`config.mk`:
```
export PLATFORM = sky130hd
export DESIGN_NAME = jitter_spread_meter
export DESIGN_NICKNAME = d
export VERILOG_FILES = /design/src/rtl/jsm_pkg.sv /design/src/rtl/jsm_phase.sv /design/src/rtl/jsm_xdet.sv /design/src/rtl/jsm_extent.sv /design/src/rtl/jitter_spread_meter.sv
export SDC_FILE = /design/constraint.sdc
export NUM_CORES = 1
export LEC_CHECK = 0
export ABC_CLOCK_PERIOD_IN_PS = 3500
export CAP_MARGIN = 15
export CORE_ASPECT_RATIO = 1.75
export CORE_MARGIN = 2
export CORE_UTILIZATION = 45
export DETAILED_ROUTE_END_ITERATION = 16
export GPL_TIMING_DRIVEN = 0
export PLACE_DENSITY_LB_ADDON = 0.25
export SYNTH_ARGS = -nofsm -noshare
export SYNTH_HDL_FRONTEND = slang
export SYNTH_SLANG_ARGS = --single-unit
```
`constraint.sdc`:
```
create_clock -name clk -period 3.5 [get_ports clk]
set_input_delay 1.05 -clock clk [delete_from_list [all_inputs] [get_ports clk]]
set_output_delay 1.05 -clock clk [all_outputs]
set_load 0.005 [all_outputs]
```
`src/rtl/jsm_pkg.sv`:
```
package jsm_pkg;

   // Run control states of the measurement
   typedef enum logic [1:0] {
      ST_IDLE = 2'd0,
      ST_RUN  = 2'd1,
      ST_HELD = 2'd2
   } run_state_t;

endpackage

```
`src/rtl/jsm_phase.sv`:
```
// Tracks the sample position relative to the latest reference crossing.
module jsm_phase #(
   parameter int PH_W = 7
) (
   input  logic                   clk,
   input  logic                   rst_n,
   input  logic                   ref_mark,
   output logic signed [PH_W-1:0] offset
);
   logic [PH_W-1:0] phase_q;
   logic [PH_W-1:0] pos_now;

   // The marker sample itself sits at position zero
   assign pos_now = ref_mark ? '0 : phase_q;
   // Reading modulo-period position as two's complement gives the signed offset
   assign offset  = signed'(pos_now);

   always_ff @(posedge clk) begin
      if (!rst_n) phase_q <= '0;
      else        phase_q <= pos_now + PH_W'(1);
   end
endmodule

```
`src/rtl/jsm_xdet.sv`:
```
// Flags a sign change between consecutive samples; zero counts as non-negative.
module jsm_xdet #(
   parameter int SW = 12
) (
   input  logic                 clk,
   input  logic                 rst_n,
   input  logic signed [SW-1:0] sample,
   output logic                 hit
);
   logic neg_now;
   logic prev_neg_q;
   logic prev_ok_q;

   assign neg_now = (sample < 0);
   assign hit     = prev_ok_q && (neg_now != prev_neg_q);

   always_ff @(posedge clk) begin
      if (!rst_n) begin
         prev_neg_q <= 1'b0;
         prev_ok_q  <= 1'b0;
      end else begin
         prev_neg_q <= neg_now;
         prev_ok_q  <= 1'b1;
      end
   end
endmodule

```
`src/rtl/jsm_extent.sv`:
```
// Keeps the earliest and latest offsets of a run and their difference.
module jsm_extent #(
   parameter int PH_W = 7
) (
   input  logic                   clk,
   input  logic                   rst_n,
   input  logic                   clear,
   input  logic                   upd,
   input  logic signed [PH_W-1:0] offset,
   output logic        [PH_W-1:0] spread
);
   logic signed [PH_W-1:0] min_q;
   logic signed [PH_W-1:0] max_q;
   logic                   have_q;

   // True difference lies in 0..2**PH_W-1, so modulo arithmetic is exact
   assign spread = unsigned'(max_q) - unsigned'(min_q);

   always_ff @(posedge clk) begin
      if (!rst_n || clear) begin
         min_q  <= '0;
         max_q  <= '0;
         have_q <= 1'b0;
      end else if (upd) begin
         have_q <= 1'b1;
         if (!have_q) begin
            min_q <= offset;
            max_q <= offset;
         end else begin
            if (offset < min_q) min_q <= offset;
            if (offset > max_q) max_q <= offset;
         end
      end
   end
endmodule

```
`src/rtl/jitter_spread_meter.sv`:
```
module jitter_spread_meter #(
   parameter int SW         = 12,
   parameter int PH_W       = 7,
   parameter int CNT_W      = 17,
   parameter int DEF_TARGET = 100000,
   parameter int IDLE_LIMIT = 256,
   parameter int PASS_TICKS = 4
) (
   input  logic                 clk,
   input  logic                 rst_n,
   input  logic                 start,
   input  logic [CNT_W-1:0]     target,
   input  logic                 ref_mark,
   input  logic signed [SW-1:0] sample,
   output logic                 running,
   output logic                 done,
   output logic [PH_W-1:0]      spread,
   output logic                 pass,
   output logic                 no_activity
);
   import jsm_pkg::*;

   localparam int                IDLE_W    = $clog2(IDLE_LIMIT);
   localparam logic [IDLE_W-1:0] IDLE_LAST = IDLE_W'(IDLE_LIMIT - 1);
   localparam logic [CNT_W-1:0]  DEF_GOAL  = CNT_W'(DEF_TARGET);
   localparam logic [PH_W-1:0]   PASS_LIM  = PH_W'(PASS_TICKS);

   // Elaboration-time parameter checks
   generate
      if (SW < 2) begin : g_bad_sw
         $error("jitter_spread_meter: SW must be at least 2");
      end
      if (PH_W < 2) begin : g_bad_ph
         $error("jitter_spread_meter: PH_W must be at least 2");
      end
      if (DEF_TARGET < 1 || DEF_TARGET >= (2 ** CNT_W)) begin : g_bad_goal
         $error("jitter_spread_meter: DEF_TARGET must fit CNT_W and be nonzero");
      end
      if (IDLE_LIMIT < 2 || (IDLE_LIMIT & (IDLE_LIMIT - 1)) != 0) begin : g_bad_idle
         $error("jitter_spread_meter: IDLE_LIMIT must be a power of two of at least 2");
      end
      if (PASS_TICKS < 0 || PASS_TICKS >= (2 ** PH_W)) begin : g_bad_pass
         $error("jitter_spread_meter: PASS_TICKS out of range");
      end
   endgenerate

   logic signed [PH_W-1:0] offset;
   logic                   hit;
   run_state_t             state_q;
   logic [CNT_W-1:0]       cnt_q;
   logic [CNT_W-1:0]       cnt_inc;
   logic [CNT_W-1:0]       goal;
   logic [IDLE_W-1:0]      idle_q;
   logic                   done_q;
   logic                   noact_q;
   logic                   upd;

   jsm_phase #(.PH_W(PH_W)) u_phase (
      .clk      (clk),
      .rst_n    (rst_n),
      .ref_mark (ref_mark),
      .offset   (offset)
   );

   jsm_xdet #(.SW(SW)) u_xdet (
      .clk    (clk),
      .rst_n  (rst_n),
      .sample (sample),
      .hit    (hit)
   );

   assign upd = (state_q == ST_RUN) && hit && !start;

   jsm_extent #(.PH_W(PH_W)) u_extent (
      .clk    (clk),
      .rst_n  (rst_n),
      .clear  (start),
      .upd    (upd),
      .offset (offset),
      .spread (spread)
   );

   assign goal    = (target == '0) ? DEF_GOAL : target;
   assign cnt_inc = cnt_q + CNT_W'(1);

   always_ff @(posedge clk) begin
      if (!rst_n) begin
         state_q <= ST_IDLE;
         cnt_q   <= '0;
         idle_q  <= '0;
         done_q  <= 1'b0;
         noact_q <= 1'b0;
      end else begin
         done_q <= 1'b0;
         if (start) begin
            state_q <= ST_RUN;
            cnt_q   <= '0;
            idle_q  <= '0;
            noact_q <= 1'b0;
         end else if (state_q == ST_RUN) begin
            if (hit) begin
               idle_q <= '0;
               cnt_q  <= cnt_inc;
               if (cnt_inc == goal) begin
                  state_q <= ST_HELD;
                  done_q  <= 1'b1;
               end
            end else if (idle_q == IDLE_LAST) begin
               noact_q <= 1'b1;
               state_q <= ST_HELD;
               done_q  <= 1'b1;
            end else begin
               idle_q <= idle_q + IDLE_W'(1);
            end
         end
      end
   end

   assign running     = (state_q == ST_RUN);
   assign done        = done_q;
   assign no_activity = noact_q;
   assign pass        = (state_q == ST_HELD) && !noact_q && (spread <= PASS_LIM);
endmodule

```
==> After elaboration in Yosys (flattened, before gate mapping) <==
Cells that the tools add are included.
{ "op_classes": {"add_sub_neg": 4, "order_cmp": 4, "eq_ne": 10, "mux": 17, "n_bitwise": 3, "n_reduce_logical": 22} }
{ "ops": {"columns": ["op", "count"], "rows": [
  ["2-to-1 mux 7 bit", 5],
  ["adder 17 x 1 -> 17 bit, second input constant", 1],
  ["== test 17 bit", 1],
  ["logical NOT 17 bit", 1],
  ["2-to-1 mux 17 bit", 1],
  ["2-to-1 mux 8 bit", 2],
  ["less-than comparator 12 x 1 -> 1 bit, second input constant", 1],
  ["AND reduction 3 bit", 3],
  ["adder 8 x 1 -> 8 bit, second input constant", 1],
  ["== test 8 bit, second input constant", 1],
  ["AND reduction 2 bit", 4],
  ["adder 7 x 1 -> 7 bit, second input constant", 1],
  ["> comparator 7 bit", 1],
  ["<= comparator 7 x 3 -> 1 bit, second input constant", 1],
  ["less-than comparator 7 bit", 1],
  ["subtractor 7 bit", 1],
  ["2-to-1 mux 1 bit", 6],
  ["2-to-1 mux 2 bit", 3],
  ["inequality test 2 bit, second input constant", 3],
  ["logical AND 1 bit", 5],
  ["nonzero test 2 bit", 2],
  ["logical NOT 1 bit", 3],
  ["inequality test 3 x 2 -> 1 bit, second input constant", 1],
  ["inverter 1 bit", 3],
  ["other kinds (8)", 8]
]} }
{ "word_totals": {"reg_bits": 53, "in_bits": 33, "out_inout_bits": 11, "elab_cells": 72} }

==> Depth between registers and ports, before layout <==
Gate-level depths: netlist of run 1.
{ "logic_depth": {"word_depth": 7, "depth_mapped": 10, "ltp_nobuf": 10} }

==> Cells and area by module <==
A second synthesis of run 1 with hierarchy kept.
{ "unflattened": {"cells_unflattened": 434, "area_unflattened_um2": 3503.4} }
{ "modules_own_cells": {"columns": ["module", "instances", "cells_per_inst", "area_per_inst_um2", "seq_area_each_um2"], "rows": [
  ["jitter_spread_meter", 1, 243, 1899.3, 580.6],
  ["jsm_extent", 1, 151, 1217.4, 300.3],
  ["jsm_phase", 1, 35, 324.1, 140.1],
  ["jsm_xdet", 1, 5, 62.6, 40.0]
]} }

==> Least setup slack after synthesis of run 1 <==
Ideal clock, no wire load.
{ "synth_timing": {"path_type": "input to register", "start": "in ref_mark", "end": "reg u_extent.max_q[0]", "setup_ns": 0.074, "arrival_time_ns": 3.066, "slack_ns": 0.360, "cell_stages": 10, "n_path_buf": 0, "cell_sequence": "nor2b_1 > ha_1 > nor2b_1 > o21a_1 > o21a_1 > o21a_1 > o21ai_0 > a21oi_1 > o21ai_1 > mux2i_1"} }
{ "synth_via": {"elab_chain_len": 4, "word_cells_on_any_way": 6, "classes_between": "order compare: 1; eq/ne: 1; mux: 3; reduce/logical: 1"} }
{ "synth_lines": {"columns": ["element", "line", "rtl"], "rows": [
  ["from (decl)", "jitter_spread_meter.sv:13", "input logic ref_mark,"],
  ["2-to-1 mux 7 bit (*)", "jsm_phase.sv:14", "assign pos_now = ref_mark ? '0 : phase_q;"],
  ["> comparator 7 bit", "jsm_extent.sv:31", "if (offset > max_q) max_q <= offset;"],
  ["inequality test 2 bit (no source line)", null, null],
  ["AND reduction 2 bit (no source line)", null, null],
  ["to (signal assigned)", "jsm_extent.sv:28", "max_q <= offset;"],
  ["to (signal assigned)", "jsm_extent.sv:31", null],
  ["to (decl)", "jsm_extent.sv:13", "logic signed [PH_W-1:0] max_q;"]
]} }
Mark *: on every way between the ends. The rest lies on a longest branch, timed or not. The select of a mux whose other input is x is not followed.
A chain may end at the register's enable or synchronous reset.

==> Worst setup path after layout of run 1 <==
{ "layout_timing": {"start": "reg u_extent.min_q[1]", "end": "out spread[5]"} }
{ "layout_via": {"elab_chain_len": 1} }
{ "layout_lines": {"columns": ["element", "line", "rtl"], "rows": [
  ["from (decl)", "jsm_extent.sv:12", "logic signed [PH_W-1:0] min_q;"],
  ["from (signal assigned)", "jsm_extent.sv:27", "min_q <= offset;"],
  ["from (signal assigned)", "jsm_extent.sv:30", "if (offset < min_q) min_q <= offset;"],
  ["subtractor 7 bit", "jsm_extent.sv:17", "assign spread = unsigned'(max_q) - unsigned'(min_q);"],
  ["to (decl)", "jitter_spread_meter.sv:17", "output logic [PH_W-1:0] spread,"]
]} }
No other way between the ends.

==> results.sh, run 1 <==
export IMPL_pin_count=44
export IMPL_avgSynthCellArea_um2=8.23
export IMPL_synth_cell_types=52
export IMPL_cp_end_kind="output pin"
export IMPL_powerDensity_nw_per_um2=313
export IMPL_path_class="reg2out"
export IMPL_crit_fanout=3
export IMPL_synth_flop_cell="dfxtp_1"
export IMPL_yosysWarnings=0
export IMPL_hp_class="reg2reg"
export IMPL_cts_buffers=5
export IMPL_skew_ps=3.44
export IMPL_synth_common_cells="nand2_1 (54), dfxtp_1 (53), nor2_1 (41)"
export IMPL_yosysSeqAreaShare_pct=30.3
export IMPL_clock_sinks=53
export IMPL_rr_startpoint="cnt_q[0]"
export IMPL_reg2reg_to="done"
export IMPL_p_switching_uw=283
export IMPL_wl_per_cell_um=14.3
export IMPL_synth_edf_count=0
export IMPL_status="completed"
export IMPL_cts_root_buf="clkbuf_16"
export IMPL_dieWidth_um=70.7
export IMPL_grt_pass1_vias=3039
export IMPL_synth_nets=482
export IMPL_grtUsageMet3_pct=2.33
export IMPL_grtUsageMet1_pct=19.7
export IMPL_synth_area_um2=3510
export IMPL_cts_tree="built"
export IMPL_hold_start="u_extent.min_q[4]"
export IMPL_fp_dieArea_um2=8540
export IMPL_clk_pin_slew_ps=70
export IMPL_hold_depth=2
export IMPL_critPathMaxStageDelay_ps=540
export IMPL_antenna_found_initial=0
export IMPL_async_flop_share_pct=0
export IMPL_numPortBuffers=32
export IMPL_ys_ff_latch=53
export IMPL_overflow=0
export IMPL_power_leakage_uw=0.00156
export IMPL_fin_tns_setup_ps=0
export IMPL_whs_endpoint="u_extent.min_q[4]"
export IMPL_seq_power_share_pct=46.9
export IMPL_drt_iter0_markers=141
export IMPL_totalWireLength_mm=7.97
export IMPL_diodes=0
export IMPL_startpoint_type="flip-flop"
export IMPL_ctsHtreeMaxLevel=2
export IMPL_final_layout_size_suffix_gt1_share_pct=7.26
export IMPL_worstMarginPinSlew_ps=596
export IMPL_irDropWorstVdd_mv=0.223
export IMPL_place_congestion=0.831
export IMPL_grt_start_max_net_pins=16
export IMPL_p_sw_share_pct=21.7
export IMPL_core_area_um2=7570
export IMPL_ant_nets=0
export IMPL_final_nets=523
export IMPL_grt_pass1_wl_mm=13.4
export IMPL_internal_power_uw=1020
export IMPL_top_usage_layer="met2"
export IMPL_vias_per_cell=5.55
export IMPL_drc=0
export IMPL_synth_cells=426
export IMPL_finalSetupViolCount=0
export IMPL_worst_skew_pair_late_latency_ps=290
export IMPL_rows=42
export IMPL_period_minus_slack_ps=3350
export IMPL_dr_pass1_iters=4
export IMPL_critPathTopFamily="buffers and inverters"
export IMPL_rsz0062_at_grt="true"
export IMPL_path_buf_inv=2
export IMPL_arrival_ps=2300
export IMPL_synth_top_area_cell="dfxtp_1"
export IMPL_area_growth_pct=19.0
export IMPL_synth_top_area_share_pct=30.3
export IMPL_start_util_pct=46.3
export IMPL_slew_violations=0
export IMPL_p_comb_share_pct=9.1
export IMPL_hold_viol_final=0
export IMPL_synth_area_leaders="dfxtp_1 (30%), ha_1 (7.9%), xnor2_1 (6.5%)"
export IMPL_relSlewSlack_pct=60.0
export IMPL_power_uw=1300
export IMPL_crit_top_cell="a21oi_2"
export IMPL_vias=3084
export IMPL_clockPowerShare_pct=43.9
export IMPL_cts_hold_buffers_added=0
export IMPL_die_y_um=121
export IMPL_dpl_hpwl_mm=6.38
export IMPL_fmax_mhz=298
export IMPL_cp_cell_sequence="inv_1 > ha_1 > a21o_1 > a21oi_2 > o21bai_1 > a21oi_2 > xnor2_1 > clkdlybuf4s50_1"
export IMPL_cp_required_ps=2450
export IMPL_r2r_cells=9
export IMPL_grt_usage_pct=19.5
export IMPL_synth_most_common_cell="nand2_1"
export IMPL_cts_buffer_depth=2
export IMPL_maxCapViolations=0
export IMPL_r2r_setup_slack_ps=970
export IMPL_min_period_over_period_pct=95.8
export IMPL_cp_slowest_cell="clkdlybuf4s50_1"
export IMPL_gr_usage_met2_pct=38.4
metal layers:
| layer | share of wire, % | vias up |
|---|---|---|
| met2 | 57 | 70 |
| met4 | 2.7 | 0 |
| met5 | 0 | - |
| li1 | - | 1542 |
| met1 | 38 | 1457 |
| met3 | 2.6 | 15 |
state kept, by name, indices dropped and copies added (netlist names):
signal             cells
state_q                2
u_xdet.prev_neg_q      1
idle_q                 8
done                   1
u_extent.min_q         7
u_extent.max_q         7
u_xdet.prev_ok_q       1
u_phase.phase_q        7
cnt_q                 17
u_extent.have_q        1
no_activity            1
how the worst max path moves through the flow:
stage                            from                end  slack (ps)  depth (start not counted)
global route        u_extent.min_q[1]          spread[5]          -4                          8
global placement             ref_mark  u_extent.max_q[6]        -670                         11
floorplan                    ref_mark  u_extent.max_q[0]         360                         10
finish              u_extent.min_q[1]          spread[5]         150                          8
detailed placement           ref_mark  u_extent.max_q[5]        -730                         11
CTS                 u_extent.min_q[1]          spread[5]          20                          8
per-stage QoR:
step / instance area [um2] / util, % / hold slack, ps / setup slack, ps / cells
4_1_cts: 4130 / 54.5 / 466 / 16.1 / 554
3_5_place_dp: 3940 / 52.0 / 458 / -726 / 546
2_1_floorplan: 3510 / - / 435 / 360 / 426
6_report: 4170 / 55.1 / 464 / 146 / 556
3_3_place_gp: 3940 / 52.0 / 442 / -673 / 546
5_1_grt: 4170 / 55.1 / 494 / -4.47 / 556
what timing repair did:
action	4_1_cts	5_1_grt
hold endpoints to repair	0	0
buffers inserted	0	2
pin swaps	2	4
setup endpoints to repair	14	14
resized for setup	7	9
power groups by stage:
stage | Sequential [uW] | Combinational, uW | Clock, uW
2_1_floorplan | 625 | 62.4 | 0
3_3_place_gp | 626 | 114 | 0
3_5_place_dp | 626 | 115 | 0
4_1_cts | 612 | 117 | 588
5_1_grt | 613 | 131 | 615
6_report | 613 | 119 | 573
placed cells by master (no fill, tap or decap), types with 9 or more instances in the layout:
cell / instances
a21oi_1: 13
clkbuf_1: 12
clkdlybuf4s50_1: 30
dfxtp_1: 51
ha_1: 22
inv_1: 27
mux2i_1: 17
nand2_1: 54
nand3_1: 13
nand4_1: 11
nor2_1: 41
nor4_1: 9
o21ai_0: 11
xnor2_1: 26
xor2_1: 24
logic make-up (layout without fill, tap and decap cells):
logic type | after synthesis | after routing | synth area share [%]
adder cells (fa/ha/maj) | 23 | 23 | 8.42
XOR/XNOR | 51 | 51 | 13.1
multiplexers | 17 | 17 | 4.85
flip-flops | 53 | 53 | 30.3
AND/OR/NAND/NOR | 185 | 185 | 28.3
AO/OA/AOI/OAI | 54 | 54 | 10.3
buffers and inverters | 43 | 85 | 4.75
cell type report:
type,instances,area (um2)
buffer,16,65.1
clock buffer,7,143
clock inverter,1,30.0
fill,750,3390
inverter,27,101
multi-input combinational,330,2320
sequential,53,1060
tap,88,110
timing repair buffer,34,342
tightest hold or removal path, delay by kind of cell (launching register included):
kind	cells	cell delay, ps
flip-flops	1	310
multiplexers	1	50
AND/OR/NAND/NOR	1	50
Power figures use the tool's default switching activity.
==> run 2: changes to the inputs <==
--- a/config.mk
+++ b/config.mk
@@ -5,6 +5,7 @@
 export SDC_FILE = /design/constraint.sdc
 export NUM_CORES = 1
 export LEC_CHECK = 0
+export ABC_AREA = 1
 export ABC_CLOCK_PERIOD_IN_PS = 3500
 export CAP_MARGIN = 15
 export CORE_ASPECT_RATIO = 1.75
==> results.sh, run 2 <==
export IMPL_status="completed"
export IMPL_whs_ps=453
export IMPL_dieWidth_um=68.9
export IMPL_grt_usage_pct=22.6
export IMPL_final_nets=591
export IMPL_yosys_area_share_simple_pct=29.0
export IMPL_grt_pass1_wl_mm=13.9
export IMPL_ant_nets=0
export IMPL_totalWireLength_mm=8.43
export IMPL_ctsHtreeMaxLevel=2
export IMPL_antenna_found_initial=0
export IMPL_fp_dieArea_um2=8100
export IMPL_seq_power_share_pct=46.1
export IMPL_async_flop_share_pct=0
export IMPL_grtUsageMet3_pct=3.25
export IMPL_multi_input_area_um2=1930
export IMPL_diodes=0
export IMPL_grt_start_max_net_pins=17
export IMPL_synth_top_family_by_area="simple AND/OR/NAND/NOR gates"
export IMPL_place_congestion=0.914
export IMPL_path_class="reg2out"
export IMPL_min_period_over_period_pct=94.6
export IMPL_fin_util_pct=55.1
export IMPL_reg_top3="cnt_q (17), idle_q (8)"
export IMPL_p_comb_share_pct=11.2
export IMPL_worstMarginPinSlew_ps=528
export IMPL_skew_ps=6.28
export IMPL_yosysWarnings=0
export IMPL_rows=41
export IMPL_cp_cell_sequence="inv_1 > ha_1 > fa_2 > inv_1 > o21ai_2 > nand4_1 > nor3_1 > dlygate4sd2_1"
export IMPL_cts_hold_buffers_added=0
export IMPL_synth_common_cells="nand2_1 (112), inv_1 (84), nor2_1 (55)"
export IMPL_synth_edf_count=0
export IMPL_drt_iter0_markers=126
export IMPL_worst_skew_pair_late_latency_ps=300
export IMPL_critPathMaxStageDelay_ps=520
export IMPL_cts_setup_buffers=0
export IMPL_finalSetupViolCount=0
export IMPL_startpoint_type="flip-flop"
export IMPL_cts_tree="built"
export IMPL_synth_top_area_cell="dfxtp_1"
export IMPL_dpl_hpwl_mm=6.99
export IMPL_internal_power_uw=1050
export IMPL_register_area_um2=1060
export IMPL_cts_root_buf="clkbuf_16"
export IMPL_postLayoutCellArea_um2=3960
export IMPL_drc=0
export IMPL_irDropWorstVdd_mv=0.226
export IMPL_avgSynthCellArea_um2=6.69
export IMPL_synth_top_area_share_pct=32.0
export IMPL_wl_per_cell_um=13.6
export IMPL_gr_usage_met2_pct=41.9
export IMPL_core_area_um2=7180
export IMPL_slew_violations=0
export IMPL_maxCapViolations=0
export IMPL_area_growth_pct=19.3
export IMPL_start_util_pct=46.2
export IMPL_hold_viol_final=0
export IMPL_synth_most_common_cell="nand2_1"
export IMPL_crit_fanout=2
export IMPL_dr_pass1_iters=5
export IMPL_vias=3259
export IMPL_die_y_um=118
export IMPL_cp_required_ps=2450
export IMPL_largest_register="cnt_q"
export IMPL_cts_buffer_depth=2
export IMPL_rsz0062_at_grt="false"
export IMPL_synth_cells=496
export IMPL_relSlewSlack_pct=64.7
export IMPL_p_sw_share_pct=23.7
export IMPL_ys_ff_latch=53
export IMPL_synth_flop_cell="dfxtp_1"
export IMPL_final_cell_mix="nand2_1 (112), inv_1 (84), nor2_1 (55)"
export IMPL_cp_end_kind="output pin"
export IMPL_grtUsageMet1_pct=21.3
export IMPL_synth_area_leaders="dfxtp_1 (32%), nand2_1 (13%), inv_1 (9.5%)"
export IMPL_arrival_ps=2260
export IMPL_synth_cell_types=34
export IMPL_fmax_mhz=302
export IMPL_synthMuxAreaShare_pct=0
export IMPL_layout_commonest_cell="nand2_1"
export IMPL_synth_xor_area_share_pct=4.37
export IMPL_synth_compound_area_share_pct=15.0
export IMPL_pin_count=44
export IMPL_vias_per_cell=5.24
export IMPL_cp_slowest_cell="fa_2"
export IMPL_yosysSeqAreaShare_pct=32.0
export IMPL_overflow=0
export IMPL_hp_class="reg2reg"
export IMPL_dpl_cell_area_um2=3750
export IMPL_clk_pin_slew_ps=70
export IMPL_top_usage_layer="met2"
export IMPL_critPathTopFamily="adder cells"
export IMPL_synth_area_um2=3320
export IMPL_grt_pass1_vias=3162
export IMPL_final_layout_size_suffix_gt1_share_pct=6.72
export IMPL_crit_top_cell="inv_1"
export IMPL_powerDensity_nw_per_um2=346
export IMPL_synth_nets=552
export IMPL_path_buf_inv=3
export IMPL_numPortBuffers=32
export IMPL_largest_reg_flops=17
export IMPL_cts_buffers=5
export IMPL_fillCellCount=750
export IMPL_p_switching_uw=326
export IMPL_power_leakage_uw=0.00174
export IMPL_period_minus_slack_ps=3310
export IMPL_synth_fa_ha_area_share_pct=8.90
export IMPL_clockPowerShare_pct=42.7
export IMPL_clock_sinks=53
## run 2: cell count changes in the layout (fill, tap and decap cells not counted), moves of 10 or more
cell / delta
o22ai_1: +10
a21oi_1: +20
xnor2_1: -21
nand2_1: +58
clkbuf_1: -11
nor2_1: +14
xor2_1: -15
inv_1: +57
o21ai_0: +20
mux2i_1: -17
## run 2: area by class of cell
cell class / instances / share of cell area [%]
flip-flops and latches: 53 / 26.8
clock buffers: 6 / 3.51
inverters: 89 / 8.44
multi-input cells: 349 / 48.6
plain buffers: 5 / 0.664
well taps: 86 / 2.72
clock inverters: 2 / 0.948
repair buffers: 32 / 8.25
## run 2: worst reg2reg max path: stages (launching register included)
cell	delay, ps
dfxtp_1	360
inv_1	50
nor2_1	290
ha_1	290
nand2_1	60
a21oi_1	40
a211oi_1	300
o21ai_0	170
nand2_1	90
nand2_1	50
nand2_1	70
nand2_1	130
buf_2	220
o21ai_0	170
a21oi_1	60
## run 2: kinds of logic after synthesis
family / count (synthesis)
AO/OA/AOI/OAI: 90
XOR/XNOR: 15
adder cells (fa/ha/maj): 23
buffers and inverters: 94
flip-flops: 53
AND/OR/NAND/NOR: 221
## run 2: what timing repair did
action / in CTS / in global routing
setup endpoints to repair: 2 / 16
resized for setup: 7 / 7
pin swaps: 1 / 1
## run 2: per-layer routing
layer,wire (um),vias up
li1,-,1679
met1,2990,1478
met2,4650,66
met3,222,36
met4,561,0
met5,0,-
## run 2: metrics by stage
stage                     std cells  total power [uW]  setup TNS, ps  worst slack [ps]
after floorplan                 496               729              0               694
after global placement          614               794          -2880              -280
after detailed placement        614               798          -3210              -294
after CTS                       622              1390              0              14.9
after global routing            622              1430              0              32.9
final                           622              1370              0               190
## run 2: power by group through the flow
stage	clock network [uW]	logic (uW)	registers (uW)
2_1_floorplan	0	88.9	640
3_3_place_gp	0	150	644
3_5_place_dp	0	153	645
4_1_cts	601	154	631
5_1_grt	622	173	634
6_report	585	154	632
## run 2: path summary, 6_finish.rpt
kind / startpoint / to / slack [ps] / depth (start not counted)
max: u_extent.max_q[0] / pass / 190 / 8
min: u_phase.phase_q[5] / u_phase.phase_q[5] / 450 / 1
max reg2reg: u_phase.phase_q[1] / u_extent.min_q[3] / 1030 / 14
min reg2reg: u_phase.phase_q[5] / u_phase.phase_q[5] / 450 / 1
==> run 3: changes to the inputs <==
--- a/config.mk
+++ b/config.mk
@@ -8,9 +8,11 @@
 export ABC_AREA = 1
 export ABC_CLOCK_PERIOD_IN_PS = 3500
 export CAP_MARGIN = 15
+export CELL_PAD_IN_SITES_DETAIL_PLACEMENT = 0
+export CELL_PAD_IN_SITES_GLOBAL_PLACEMENT = 1
 export CORE_ASPECT_RATIO = 1.75
 export CORE_MARGIN = 2
-export CORE_UTILIZATION = 45
+export CORE_UTILIZATION = 39
 export DETAILED_ROUTE_END_ITERATION = 16
 export GPL_TIMING_DRIVEN = 0
 export PLACE_DENSITY_LB_ADDON = 0.25
==> results.sh, run 3 (synthesis gave the netlist of run 2 again) <==
export IMPL_top_usage_layer="met2"
export IMPL_skew_ps=4.19
export IMPL_gr_usage_met2_pct=37.2
export IMPL_dp_worst_setup_slack_ps=-259
export IMPL_largest_reg_flops=17
export IMPL_startpoint_type="flip-flop"
export IMPL_cp_end_kind="output pin"
export IMPL_powerDensity_nw_per_um2=348
export IMPL_fmax_mhz=299
export IMPL_totalWireLength_mm=8.56
export IMPL_diodes=0
export IMPL_maxCapViolations=0
export IMPL_cts_tree="built"
export IMPL_drt_iter0_markers=163
export IMPL_instances_no_fill=629
export IMPL_min_period_over_period_pct=95.5
export IMPL_cts_buffer_depth=2
export IMPL_grt_pass1_wl_mm=13.9
export IMPL_finalSetupViolCount=0
export IMPL_grt_usage_pct=19.3
export IMPL_start_util_pct=40.2
export IMPL_period_minus_slack_ps=3340
export IMPL_ant_nets=0
export IMPL_layout_commonest_cell="nand2_1"
export IMPL_grtUsageMet3_pct=2.16
export IMPL_reg_top3="cnt_q (17), idle_q (8)"
export IMPL_hold_viol_final=0
export IMPL_ctsHtreeMaxLevel=2
export IMPL_postLayoutCellArea_um2=3970
export IMPL_grt_start_max_net_pins=19
export IMPL_fp_dieArea_um2=9290
export IMPL_clk_pin_slew_ps=80
export IMPL_grt_pass1_vias=3042
export IMPL_place_congestion=0.839
export IMPL_die_y_um=126
export IMPL_final_layout_size_suffix_gt1_share_pct=6.52
export IMPL_numPortBuffers=32
export IMPL_core_area_um2=8260
export IMPL_cts_root_buf="clkbuf_16"
export IMPL_drc=0
export IMPL_slew_violations=0
export IMPL_dpl_hpwl_mm=6.99
export IMPL_vias_per_cell=5.06
export IMPL_setup_slack_ps=157
export IMPL_status="completed"
export IMPL_path_class="reg2out"
export IMPL_fin_util_pct=48.1
export IMPL_hp_class="reg2reg"
export IMPL_dpl_cell_area_um2=3750
export IMPL_dr_pass1_iters=5
export IMPL_clock_sinks=53
export IMPL_cp_required_ps=2450
export IMPL_crit_fanout=2
export IMPL_antenna_found_initial=0
export IMPL_power_leakage_uw=0.00173
export IMPL_worst_skew_pair_late_latency_ps=300
export IMPL_rows=44
export IMPL_vias=3185
export IMPL_final_cell_mix="nand2_1 (112), inv_1 (84), nor2_1 (55)"
export IMPL_grtUsageMet1_pct=19.1
export IMPL_cts_buffers=5
export IMPL_cts_hold_buffers_added=0
export IMPL_largest_register="cnt_q"
export IMPL_final_nets=592
export IMPL_overflow=0
export IMPL_worstMarginPinSlew_ps=644
export IMPL_dieWidth_um=73.7
export IMPL_relSlewSlack_pct=56.9
export IMPL_rsz0062_at_grt="false"
export IMPL_arrival_ps=2290
export IMPL_dpl_cell_count=620
export IMPL_area_growth_pct=19.6
export IMPL_wl_per_cell_um=13.6
export IMPL_pin_count=44
export IMPL_irDropWorstVdd_mv=0.175
## run 3: timing repair
item,in CTS,in global routing
gates resized for setup,5,6
hold endpoints to repair,0,0
buffers inserted,0,1
cloned,0,0
endpoints found under the setup margin,3,14
pin swaps,4,1
## run 3: where the power goes
group          switching (uW)  leakage, uW  internal (uW)
clock network             250    0.0000859            345
registers                13.5     0.000429            615
logic                    84.3      0.00122           74.8
total                     347      0.00173           1030
## run 3: final timing paths
kind              cells past startpoint  slack (ps)               start                  to
setup / recovery                      9         160   u_extent.max_q[0]                pass
hold / removal                        1         450  u_phase.phase_q[6]  u_phase.phase_q[6]
setup reg to reg                     14        1160  u_phase.phase_q[1]   u_extent.min_q[3]
hold reg to reg                       1         450  u_phase.phase_q[6]  u_phase.phase_q[6]
## run 3: through the flow
stage	hold WS, ps	total power, uW	TNS [ps]
after floorplan	424	729	0
after global placement	436	798	-2940
after detailed placement	440	801	-2850
after CTS	453	1400	0
after global routing	479	1430	0
final	453	1380	0
## run 3: per-layer routing
| layer | vias to the layer above | routed length [um] |
|---|---|---|
| met2 | 57 | 4760 |
| met1 | 1427 | 3240 |
| met5 | - | 0 |
| li1 | 1679 | - |
| met3 | 22 | 172 |
| met4 | 0 | 381 |
## run 3: cell type report
cell class                      count  area (um2)
Timing Repair Buffer               33         332
Inverter                           89         334
Tap cell                           92         115
Sequential cell                    53        1060
Clock inverter                      3        50.0
Fill cell                         849        4290
Multi-Input combinational cell    349        1920
Buffer                              5        28.8
Clock buffer                        5         125
## run 3: critical path: stages, from the launching register on
cell	delay, ps
dfxtp_1	330
inv_1	60
ha_1	230
fa_2	380
o21ai_2	170
xor2_1	100
nor2_1	130
nand4_1	180
nor3_1	160
dlygate4sd2_1	250
